File: src/rtl/lf_dac_pkg.sv
package lf_dac_pkg;
  localparam int DEF_CODE_W = 16;
  localparam int DEF_SEG_W  = 4;

  typedef enum logic {
    A_LOWER = 1'b0,
    A_UPPER = 1'b1
  } tap_order_e;
endpackage

File: src/rtl/lf_seg_map.sv
module lf_seg_map #(
  parameter int SEG_W = 4,
  localparam int IA_W = SEG_W,
  localparam int IB_W = SEG_W - 1
) (
  input  logic [SEG_W-1:0]       seg,
  output logic [IA_W-1:0]        idx_a,
  output logic [IB_W-1:0]        idx_b,
  output lf_dac_pkg::tap_order_e order
);
  // The even node of {k, k+1} is (k+1)&~1, so its index among the even nodes is (k+1)>>1.
  function automatic logic [IA_W-1:0] even_index(input logic [SEG_W-1:0] k);
    logic [SEG_W:0] t;
    t = {1'b0, k} + 1'b1;
    return t[SEG_W:1];
  endfunction

  // The odd node of {k, k+1} has index k>>1 among the odd nodes.
  function automatic logic [IB_W-1:0] odd_index(input logic [SEG_W-1:0] k);
    return k[SEG_W-1:1];
  endfunction

  always_comb begin
    idx_a = even_index(seg);
    idx_b = odd_index(seg);
    order = seg[0] ? lf_dac_pkg::A_UPPER : lf_dac_pkg::A_LOWER;
  end
endmodule

File: src/rtl/lf_onehot.sv
module lf_onehot #(
  parameter int N  = 9,
  parameter int IW = 4
) (
  input  logic [IW-1:0] idx,
  output logic [N-1:0]  sel
);
  for (genvar j = 0; j < N; j++) begin : g_bit
    assign sel[j] = (idx == IW'(j));
  end
endmodule

File: src/rtl/lf_fine_fold.sv
module lf_fine_fold #(
  parameter int FINE_W = 12
) (
  input  logic [FINE_W-1:0] lsb,
  input  logic              flip,
  output logic [FINE_W-1:0] fine
);
  for (genvar i = 0; i < FINE_W; i++) begin : g_bit
    assign fine[i] = lsb[i] ^ flip;
  end
endmodule

File: src/rtl/lf_dac_decoder.sv
module lf_dac_decoder #(
  parameter int CODE_W = lf_dac_pkg::DEF_CODE_W,
  parameter int SEG_W  = lf_dac_pkg::DEF_SEG_W,
  localparam int FINE_W = CODE_W - SEG_W,
  localparam int NSEG   = 2 ** SEG_W,
  localparam int NA     = NSEG / 2 + 1,
  localparam int NB     = NSEG / 2,
  localparam int IA_W   = SEG_W,
  localparam int IB_W   = SEG_W - 1
) (
  input  logic              clk,
  input  logic              rst_n,
  input  logic              load,
  input  logic [CODE_W-1:0] code,
  output logic [NA-1:0]     tap_a_sel,
  output logic [NB-1:0]     tap_b_sel,
  output logic [FINE_W-1:0] fine_code,
  output logic              a_is_upper
);
  import lf_dac_pkg::*;

  logic [SEG_W-1:0]  seg_in;
  logic [FINE_W-1:0] lsb_in;
  logic [IA_W-1:0]   idx_a;
  logic [IB_W-1:0]   idx_b;
  tap_order_e        order;
  logic [NA-1:0]     sel_a_d;
  logic [NB-1:0]     sel_b_d;
  logic [FINE_W-1:0] fine_d;
  logic [SEG_W-1:0]  seg_q;

  assign seg_in = code[CODE_W-1:FINE_W];
  assign lsb_in = code[FINE_W-1:0];

  lf_seg_map #(.SEG_W(SEG_W)) u_map (
    .seg(seg_in), .idx_a(idx_a), .idx_b(idx_b), .order(order)
  );

  lf_onehot #(.N(NA), .IW(IA_W)) u_dec_a (.idx(idx_a), .sel(sel_a_d));
  lf_onehot #(.N(NB), .IW(IB_W)) u_dec_b (.idx(idx_b), .sel(sel_b_d));

  lf_fine_fold #(.FINE_W(FINE_W)) u_fold (
    .lsb(lsb_in), .flip(order == A_UPPER), .fine(fine_d)
  );

  // Output register: every field is loaded on the same edge.
  always_ff @(posedge clk or negedge rst_n) begin
    if (!rst_n) begin
      tap_a_sel  <= NA'(1);
      tap_b_sel  <= NB'(1);
      fine_code  <= '0;
      a_is_upper <= 1'b0;
      seg_q      <= '0;
    end else if (load) begin
      tap_a_sel  <= sel_a_d;
      tap_b_sel  <= sel_b_d;
      fine_code  <= fine_d;
      a_is_upper <= (order == A_UPPER);
      seg_q      <= seg_in;
    end
  end

  // Event: this load moves the segment by exactly one.
  logic [SEG_W:0] seg_in_x, seg_q_x;
  logic           seg_step;
  assign seg_in_x = {1'b0, seg_in};
  assign seg_q_x  = {1'b0, seg_q};
  assign seg_step = load && ((seg_in_x == seg_q_x + 1'b1) || (seg_q_x == seg_in_x + 1'b1));

  AST_A_ONEHOT: assert property (@(posedge clk) disable iff (!rst_n)
    $countones(tap_a_sel) == 1);
  AST_B_ONEHOT: assert property (@(posedge clk) disable iff (!rst_n)
    $countones(tap_b_sel) == 1);
  AST_ADJACENT: assert property (@(posedge clk) disable iff (!rst_n)
    tap_a_sel == (a_is_upper ? NA'({tap_b_sel, 1'b0}) : NA'({1'b0, tap_b_sel})));
  AST_UPPER_PARITY: assert property (@(posedge clk) disable iff (!rst_n)
    load |=> a_is_upper == $past(code[FINE_W]));
  AST_FINE_FOLD: assert property (@(posedge clk) disable iff (!rst_n)
    load |=> fine_code == ($past(code[FINE_W]) ? ~$past(code[FINE_W-1:0]) : $past(code[FINE_W-1:0])));
  AST_HOLD: assert property (@(posedge clk) disable iff (!rst_n)
    !load |=> ($stable(tap_a_sel) && $stable(tap_b_sel) && $stable(fine_code) && $stable(a_is_upper)));
  AST_LEAP_FROG: assert property (@(posedge clk) disable iff (!rst_n)
    seg_step |=> ($stable(tap_a_sel) != $stable(tap_b_sel)));
endmodule

File: config.mk
export PLATFORM = sky130hd
export DESIGN_NAME = lf_dac_decoder
export DESIGN_NICKNAME = d
export VERILOG_FILES = /design/src/rtl/lf_dac_pkg.sv /design/src/rtl/lf_seg_map.sv /design/src/rtl/lf_onehot.sv /design/src/rtl/lf_fine_fold.sv /design/src/rtl/lf_dac_decoder.sv
export SDC_FILE = /design/constraint.sdc
export NUM_CORES = 1
export LEC_CHECK = 0
export ABC_AREA = 1
export BUFFER_PORTS_ARGS = -buffer_cell sky130_fd_sc_hd__buf_2
export CELL_PAD_IN_SITES_DETAIL_PLACEMENT = 0
export CELL_PAD_IN_SITES_GLOBAL_PLACEMENT = 1
export CORE_MARGIN = 5
export CORE_UTILIZATION = 35
export DETAILED_ROUTE_END_ITERATION = 7
export GPL_TIMING_DRIVEN = 1
export HOLD_SLACK_MARGIN = 0.08
export PLACE_DENSITY = 0.85
export SLEW_MARGIN = 20
export SYNTH_ARGS = -nofsm -noshare
export SYNTH_HDL_FRONTEND = slang
export SYNTH_SLANG_ARGS = --single-unit
File: constraint.sdc
create_clock -name clk -period 0.8 [get_ports clk]
set_input_delay 0.12 -clock clk [delete_from_list [all_inputs] [get_ports clk]]
set_output_delay 0.12 -clock clk [all_outputs]
set_load 0.005 [all_outputs]
# == After elaboration in Yosys (flattened, before gate mapping) ==
# Cells that the tools add are included.
# W data, S select, Z words.
# classes
n_addsub,1
eq_ne,15
mux,1
n_bitwise,12
reduce_logical,2
# ops
operator,count
$eq A4 B3 Y1 const B,4
$eq A3 B3 Y1 const B,4
$xor A1 B1 Y1,12
$eq A4 B2 Y1 const B,2
$eq A3 B2 Y1 const B,2
$add A4 B1 Y5 const B,1
$eq A4 B1 Y1 const B,1
$eq A4 B4 Y1 const B,1
$logic_not A4 Y1,1
$eq A3 B1 Y1 const B,1
$logic_not A3 Y1,1
$mux W1,1
# totals
regBits,30
input_bits,19
output_inout_bits,30
word_cells,35

# == Depth between registers and ports, before layout ==
# Gate-level depths: netlist (run 1).
# logic_depth
ltp_word,2
depth_mapped,7
depth_no_buf,7

# == Hierarchy ==
# Synthesis (run 1) repeated with hierarchy kept, for this count alone.
# hier_totals
hier_cells,226
area_unflattened_um2,1545.2
# by_module_without_submodules
mod,n_inst,cells_per_inst,area_per_inst_um2,seq_area_each_um2
lf_dac_decoder,1,127,1124.8,753.2
lf_fine_fold,1,51,202.7,0.0
lf_seg_map,1,13,81.3,0.0
lf_onehot (u_dec_a),1,20,80.1,0.0
lf_onehot (u_dec_b),1,15,56.3,0.0

# == Worst setup path before layout (run 1) ==
# OpenSTA, ideal clock, no wires.
# synth_path
path_kind,in2reg
startpoint,input code[12]
endpoint,register tap_a_sel[4]
setup_ps,65
arrival_ps,772
t_required_ps,735
setup_slack_ps,-37
cell_stages,6
path_buffers,0
cell_sequence,ha_1 inv_1 nand2_1 nor2_2 nand3_1 nand2_1
# synth_between
elab_chain_len,2
# synth_rtl
item,line,text
from (decl),lf_dac_decoder.sv:14,"input logic [CODE_W-1:0] code,"
$add A4 B1 Y5,n/a,
$eq A4 B3 Y1,lf_onehot.sv:9,assign sel[j] = (idx == IW'(j));
to (signal assigned),lf_dac_decoder.sv:55,tap_a_sel <= sel_a_d;
to (decl),lf_dac_decoder.sv:15,"output logic [NA-1:0] tap_a_sel,"
# No other way between the ends.
# A chain may end at the register's enable or synchronous reset.

# == Worst setup path in the final report (run 1) ==
# layout_path
startpoint,register tap_b_sel[0]
endpoint,output tap_b_sel[0]
# layout_rtl
item,line,text
from (decl),lf_dac_decoder.sv:16,"output logic [NB-1:0] tap_b_sel,"
from (signal assigned),lf_dac_decoder.sv:56,tap_b_sel <= sel_b_d;
# No word-level cell between the ends.

==> results of run 1 <==
[flip-flops by register name (all words and copies together) (netlist names)]
name        flops
fine_code      12
a_is_upper      1
tap_a_sel       9
tap_b_sel       8
[repair_timing]
item	in CTS	in global routing
setup endpoints to repair	30	33
hold buffers	1	0
resized for setup	1	12
endpoints found under the hold margin	30	0
buffers inserted	11	6
[synthesized netlist by cell type, drive strengths merged]
library cell,count
nand3,10
dfstp,2
xnor2,12
dfrtp,28
nand4,2
inv,6
nor2,5
clkbuf,1
ha,1
o21ai,20
buf,6
nand2,60
[layout make-up]
| class | count | area (sq um) |
|---|---|---|
| flip-flops and latches | 30 | 753 |
| fillers | 349 | 1710 |
| repair buffers | 76 | 524 |
| well taps | 48 | 60.1 |
| clock buffers | 6 | 82.6 |
| multi-input cells | 110 | 557 |
| inverters | 6 | 25.0 |
| clock inverters | 1 | 30.0 |
[through the flow]
step / area [sq um] / util (%) / std cells / setup slack, ns
6_report: 2030 / 54.3 / 277 / -0.234
5_1_grt: 2030 / 54.3 / 277 / -0.264
4_1_cts: 1950 / 52.2 / 271 / -0.248
3_5_place_dp: 1740 / 46.6 / 252 / -0.203
3_3_place_gp: 1740 / 46.6 / 252 / -0.195
2_1_floorplan: 1380 / - / 153 / -0.00483
[per-layer routing]
metal	vias to the layer above	part of all wire (%)	wire [um]
met5	-	0	0
met4	0	0.80	27
met3	4	10	340
met2	48	44	1490
met1	585	45	1510
li1	635	-	-
[placed cells by master (no fill, tap or decap)]
cell type	instances
dlygate4sd3_1	1
ha_2	1
xnor2_1	12
nor2_1	2
bufinv_16	1
inv_4	1
o21ai_0	8
nand2_1	56
inv_2	1
nand2_2	4
nand3_2	1
o21ai_1	10
nor2_2	3
buf_12	4
buf_4	19
nand3_1	9
buf_6	5
nand4_1	2
buf_2	47
dfstp_2	2
inv_1	4
dfrtp_1	28
clkbuf_8	6
o21ai_2	2
[power by group through the flow]
stage / Combinational (mW) / Sequential, mW / Clock, mW
3_3_place_gp: 0.615 / 1.75 / 0
6_report: 0.775 / 1.72 / 1.53
4_1_cts: 0.704 / 1.72 / 1.59
3_5_place_dp: 0.626 / 1.75 / 0
5_1_grt: 0.867 / 1.74 / 1.66
2_1_floorplan: 0.282 / 1.76 / 0
[kinds of logic after synthesis]
family | Yosys count | share of synthesized area [%]
adder cells (fa/ha/maj) | 1 | 0.911
AND/OR/NAND/NOR | 77 | 23.2
flip-flops | 30 | 54.9
AO/OA/AOI/OAI | 20 | 7.29
XOR/XNOR | 12 | 7.66
buffers and inverters | 13 | 6.02
[worst min path at each step]
stage / cells past startpoint / startpoint / to / slack, ns
floorplan: 0 / rst_n / a_is_upper / -0.18
global placement: 2 / rst_n / fine_code[10] / 0.08
detailed placement: 2 / rst_n / fine_code[10] / 0.09
CTS: 3 / code[3] / fine_code[3] / 0.11
global route: 3 / code[1] / fine_code[1] / 0.11
finish: 3 / code[3] / fine_code[3] / 0.12
==> flow_metrics.py, run 1 <==
metrics = {
    "grt": {
        "grt_pass1_wl_um": 5530,
        "overflow": 0,
        "grt.met1_usage_pct": 16.9,
        "grt_util_met2_pct": 21.3,
        "grt_pass1_vias": 1252,
        "grt_max_degree": 31,
        "gr-usage-met3_pct": 5.51,
        "grt_busiest_layer": "met2",
        "grt_antenna_before_repair": 0,
        "grt_usage_pct": 13.6,
    },
    "yosys": {
        "synth_seq_cells": 30,
        "yosysUniqueCellTypes": 20,
        "yosysTopAreaCell": "dfrtp_1",
        "synth_top_area_share_pct": 51.0,
        "yosysWarnings": 0,
        "syn_area_per_cell_sq_um": 8.97,
        "syn_inst": 153,
        "syn_area_sq_um": 1370,
        "ys_seq_area_share_pct": 54.9,
        "syn_nets": 173,
        "yosys-top-cells-area": "dfrtp_1 51%, nand2_1 16%, xnor2_1 7.7%",
    },
    "drt": {
        "routedWlPerCell_um": 12.1,
        "drcViolationCount": 0,
        "vias": 1272,
        "drtPass1Iterations": 4,
        "totalWireLength_um": 3360,
        "first_iter_violations": 86,
        "viasPerCell": 4.59,
        "antenna_left": 0,
    },
    "power": {
        "internal-power_mw": 3.06,
        "irDropWorstVdd_mv": 1.63,
        "seqPwrFrac_pct": 42.7,
        "total_power_mw": 4.03,
        "swShare_pct": 24.0,
        "p_switching_mw": 0.965,
        "p_leak_nw": 1.08,
        "powerDensity_nw_per_um2": 1980,
        "pwr-share-comb_pct": 19.2,
        "p_clk_share_pct": 38.0,
    },
    "setup_path": {
        "setup.worst_path.start": "tap_b_sel[0]",
        "cp-start-kind": "flop",
        "worst-setup-path-type": "flop to primary output",
        "crit_fanout": 2,
        "end_kind": "primary output",
        "worstPathCellList": "buf_2",
        "crit_end": "tap_b_sel[0]",
        "cpPeakStageDelay_ns": 0.53,
        "critPathSlowestCell": "dfstp_2",
        "crit_required_ns": 0.68,
        "reg2reg_slack_ns": -0.03,
        "cp_num_buf_inv": 1,
        "reg2reg_depth": 4,
        "rr_endpoint": "tap_b_sel[5]",
        "cp_top_family": "flip-flops",
        "worstReg2RegStart": "tap_b_sel[5]",
        "cp.arrival_ns": 0.91,
        "crit_cells": 1,
    },
    "place": {
        "dp_hpwl_um": 2350,
        "gp_congestion": 0.825,
        "port_buffers": 48,
    },
    "sta": {
        "worstMarginPinSlew_ns": 0.184,
        "final.setup_skew_ns": 0,
        "finalSetupTns_ns": -3.38,
        "slew_viol_final": 0,
        "setup_slack_ns": -0.234,
        "fmax_ghz": 0.967,
        "rsz0062_at_grt": "yes",
        "finalHoldViolations": 0,
        "slew_headroom_pct": 87.6,
        "setup_violations": 35,
        "fin_hold_ws_ns": 0.118,
        "finalCritPeriodShare_pct": 129,
        "min_period_ns": 1.03,
    },
    "die": {
        "core_area_sq_um": 3740,
        "top_level_ports": 49,
        "std_cell_rows": 22,
        "dieArea_sq_um": 5270,
        "die_h_um": 72.6,
        "chipWidth_um": 72.6,
        "start_util_pct": 36.7,
    },
    "clock_network": {
        "cts_buffers": 5,
        "insertion_delay_ns": 0.28,
        "htreeDepth": 2,
        "clk_path_buf_depth": 2,
        "path_clk_slew_ns": 0.06,
        "cts_root_buf": "clkbuf_8",
        "cts.sinks": 30,
        "cts_tree": "yes",
    },
    "worst_hold_path": {
        "min-delay-path-class": "input pin to flop",
    },
    "run_status": {
        "status": "complete, but fails checks",
        "violations": "setup timing",
    },
    "cells_and_area": {
        "insertedDiodeCount": 0,
        "syn2layout_area_growth_pct": 48.0,
        "final_nets": 249,
        "drive_above_1_share_pct": 42.4,
    },
    "flow_run": {
        "maxCapViolCount": 0,
    },
}
Note: power is estimated with default switching activity, not from simulation.
==> run 2, diff against run 1 <==
--- a/config.mk
+++ b/config.mk
@@ -5,7 +5,7 @@
 export SDC_FILE = /design/constraint.sdc
 export NUM_CORES = 1
 export LEC_CHECK = 0
-export ABC_AREA = 1
+export ABC_AREA = 0
 export BUFFER_PORTS_ARGS = -buffer_cell sky130_fd_sc_hd__buf_2
 export CELL_PAD_IN_SITES_DETAIL_PLACEMENT = 0
 export CELL_PAD_IN_SITES_GLOBAL_PLACEMENT = 1
@@ -14,7 +14,7 @@
 export DETAILED_ROUTE_END_ITERATION = 7
 export GPL_TIMING_DRIVEN = 1
 export HOLD_SLACK_MARGIN = 0.08
-export PLACE_DENSITY = 0.85
+export PLACE_DENSITY = 0.83
 export SLEW_MARGIN = 20
 export SYNTH_ARGS = -nofsm -noshare
 export SYNTH_HDL_FRONTEND = slang
==> run 2 against run 1 <==
- the run still ends with setup timing left
- register-to-register slack worse by 0.07 ns
- setup slack worse by 0.0049 ns
- maximum frequency is 0.47% lower
- worst hold slack better by 0.0041 ns
- synthesized area is 0.18% lower
- wire length rose by 5.8%
- critical path type unchanged
- final cell count decreased by 7.9%
- sequential power about the same
- critical path depth is the same
- synthesized cell count shrank 16%
- first-iteration DRC count fell by 15%
- die area shrank 0.15%
==> flow_metrics.py, run 2 <==
metrics = {
    "run_status": {
        "status": "complete, but fails checks",
        "violations": "setup timing",
    },
    "sta": {
        "finalCritPeriodShare_pct": 130,
        "slew_viol_final": 0,
        "fin_hold_ws_ns": 0.122,
        "fmax_ghz": 0.963,
        "setup_slack_ns": -0.239,
        "min_period_ns": 1.04,
        "worstMarginPinSlew_ns": 0.282,
        "slew_headroom_pct": 81.1,
        "finalHoldViolations": 0,
        "rsz0062_at_grt": "yes",
        "setup_violations": 34,
        "final.setup_skew_ns": 0,
    },
    "yosys": {
        "syn_area_per_cell_sq_um": 10.6,
        "yosysMostFrequentCell": "dfrtp_1",
        "syn_inst": 129,
        "synth_flop_cell": "dfrtp_1",
        "yosysWarnings": 0,
        "synth_seq_cells": 30,
        "ys_seq_area_share_pct": 55.0,
        "yosys-top-cells-area": "dfrtp_1 51%, xnor2_1 8.3%, o22ai_1 6.4%",
        "synthArstFlopShare_pct": 100,
        "syn_nets": 149,
        "synth_top_area_share_pct": 51.1,
        "syn_area_sq_um": 1370,
        "yosysTopAreaCell": "dfrtp_1",
        "yosysUniqueCellTypes": 27,
        "synthTopCellsByCount": "28 x dfrtp_1, 17 x inv_1, 14 x o22ai_1",
        "synth_edf_count": 0,
    },
    "die": {
        "start_util_pct": 36.9,
        "top_level_ports": 49,
        "die_h_um": 72.6,
        "chipWidth_um": 72.6,
        "core_area_sq_um": 3720,
        "dieArea_sq_um": 5270,
        "std_cell_rows": 22,
    },
    "cells_and_area": {
        "syn2layout_area_growth_pct": 55.1,
        "regArea_sq_um": 753,
        "finalNonFillerCells": 255,
        "nFillCells": 325,
        "reg_top3": "fine_code: 12 flops, tap_a_sel: 9 flops, tap_b_sel: 8 flops",
        "final_nets": 226,
        "insertedDiodeCount": 0,
        "final_common_cell": "buf_2",
        "design_area_sq_um": 2120,
        "mostFrequentLayoutCells": "45 x buf_2, 28 x dfrtp_1, 24 x buf_4",
        "largest_reg_flops": 12,
        "multi_input_area_sq_um": 617,
        "largest_register": "fine_code",
        "drive_above_1_share_pct": 54.6,
    },
    "grt": {
        "grt_antenna_before_repair": 0,
        "overflow": 0,
        "grt_max_degree": 31,
        "grt_usage_pct": 14.6,
        "grt_pass1_vias": 1333,
        "grt_pass1_wl_um": 5870,
    },
    "clock_network": {
        "htreeDepth": 2,
        "path_clk_slew_ns": 0.06,
        "cts_tree": "yes",
        "cts.sinks": 30,
        "cts_buffers": 5,
        "cts_root_buf": "clkbuf_8",
        "insertion_delay_ns": 0.28,
        "clk_path_buf_depth": 2,
    },
    "setup_path": {
        "cp_num_buf_inv": 1,
        "cpPeakStageDelay_ns": 0.53,
        "critPathSlowestCell": "dfstp_2",
        "crit_required_ns": 0.68,
        "worst-setup-path-type": "flop to primary output",
        "cp.arrival_ns": 0.92,
        "worstPathCellList": "buf_2",
        "cp-start-kind": "flop",
        "cp_top_family": "flip-flops",
        "crit_fanout": 2,
        "end_kind": "primary output",
    },
    "power": {
        "p_leak_nw": 0.992,
        "powerDensity_nw_per_um2": 1810,
        "irDropWorstVdd_mv": 1.22,
        "total_power_mw": 3.85,
    },
    "drt": {
        "first_iter_violations": 73,
        "antenna_left": 0,
        "drcViolationCount": 0,
        "drtPass1Iterations": 4,
        "vias": 1239,
        "totalWireLength_um": 3560,
        "routedWlPerCell_um": 14.0,
        "viasPerCell": 4.86,
    },
    "flow_run": {
        "maxCapViolCount": 0,
    },
    "place": {
        "port_buffers": 48,
        "dp_slack_ns": -0.321,
        "dp.cells": 232,
        "gp_congestion": 0.860,
        "dp_hpwl_um": 2500,
        "dpl_cell_area_sq_um": 1790,
    },
    "worst_hold_path": {
        "min-delay-path-class": "input pin to flop",
    },
}
[run 2: cell types whose count changed in the layout (fill, tap and decap cells not counted), moves of 4 or more]
| cell | delta |
|---|---|
| o22ai_2 | +5 |
| nor2_1 | +8 |
| inv_2 | +4 |
| inv_1 | +8 |
| buf_4 | +5 |
| a21oi_1 | +12 |
| nand3_1 | -7 |
| o22ai_1 | +9 |
| o21ai_1 | -10 |
| o21ai_0 | -8 |
| nand2_1 | -54 |
[run 2: what timing repair did]
item | CTS | global route
cloned | 0 | 0
hold buffers | 1 | 0
hold endpoints to repair | 30 | 0
pin swaps | 5 | 6
setup endpoints to repair | 36 | 40
gates resized for setup | 8 | 20
setup buffers | 10 | 7
[run 2: power by group]
part           total, mW  internal (mW)  switching, mW
Sequential          1.73           1.66         0.0692
Combinational      0.868          0.462          0.407
Clock               1.26          0.689          0.568
Total               3.85           2.81           1.04
[run 2: final cells by class]
type                       instances  area share, %
clock inverter                     2          0.589
sequential                        30           35.5
clock buffer                       6           3.89
multi-input combinational         74           29.0
timing repair buffer              78           25.2
inverter                          17           3.00
tap                               48           2.83
[run 2: cell families after synthesis]
group | synth area share [%]
AO/OA/AOI/OAI | 15.2
buffers and inverters | 8.31
multiplexers | 1.64
adder cells (fa/ha/maj) | 0.913
XOR/XNOR | 8.95
flip-flops | 55.0
AND/OR/NAND/NOR | 10.0
[run 2: worst paths after layout]
check,from,end,slack (ns),cells after the start
worst max-delay path,tap_a_sel[0],tap_a_sel[0],-0.24,1
worst min-delay path,code[10],fine_code[10],0.12,3
worst max register to register,tap_a_sel[8],tap_a_sel[8],-0.10,2
worst min register to register,tap_b_sel[0],tap_b_sel[0],0.50,2
max in group asynchronous,rst_n,tap_b_sel[0],0.24,3
min in group asynchronous,rst_n,tap_b_sel[6],0.31,3
[run 2: through the flow]
stage                     utilization [%]  setup TNS, ns
after global placement               48.2          -4.47
after detailed placement             48.2          -5.33
after global routing                 57.2          -4.88
after CTS                            54.1          -3.88
after floorplan                         -         -0.657
final                                57.2          -3.66
[run 2: layer usage]
| metal | wire length, um | GRT usage, % |
|---|---|---|
| met1 | 1450 | 15.6 |
| met3 | 317 | 6.65 |
| met2 | 1750 | 24.8 |
| met4 | 40 | 5.94 |
| met5 | 0 | 0 |
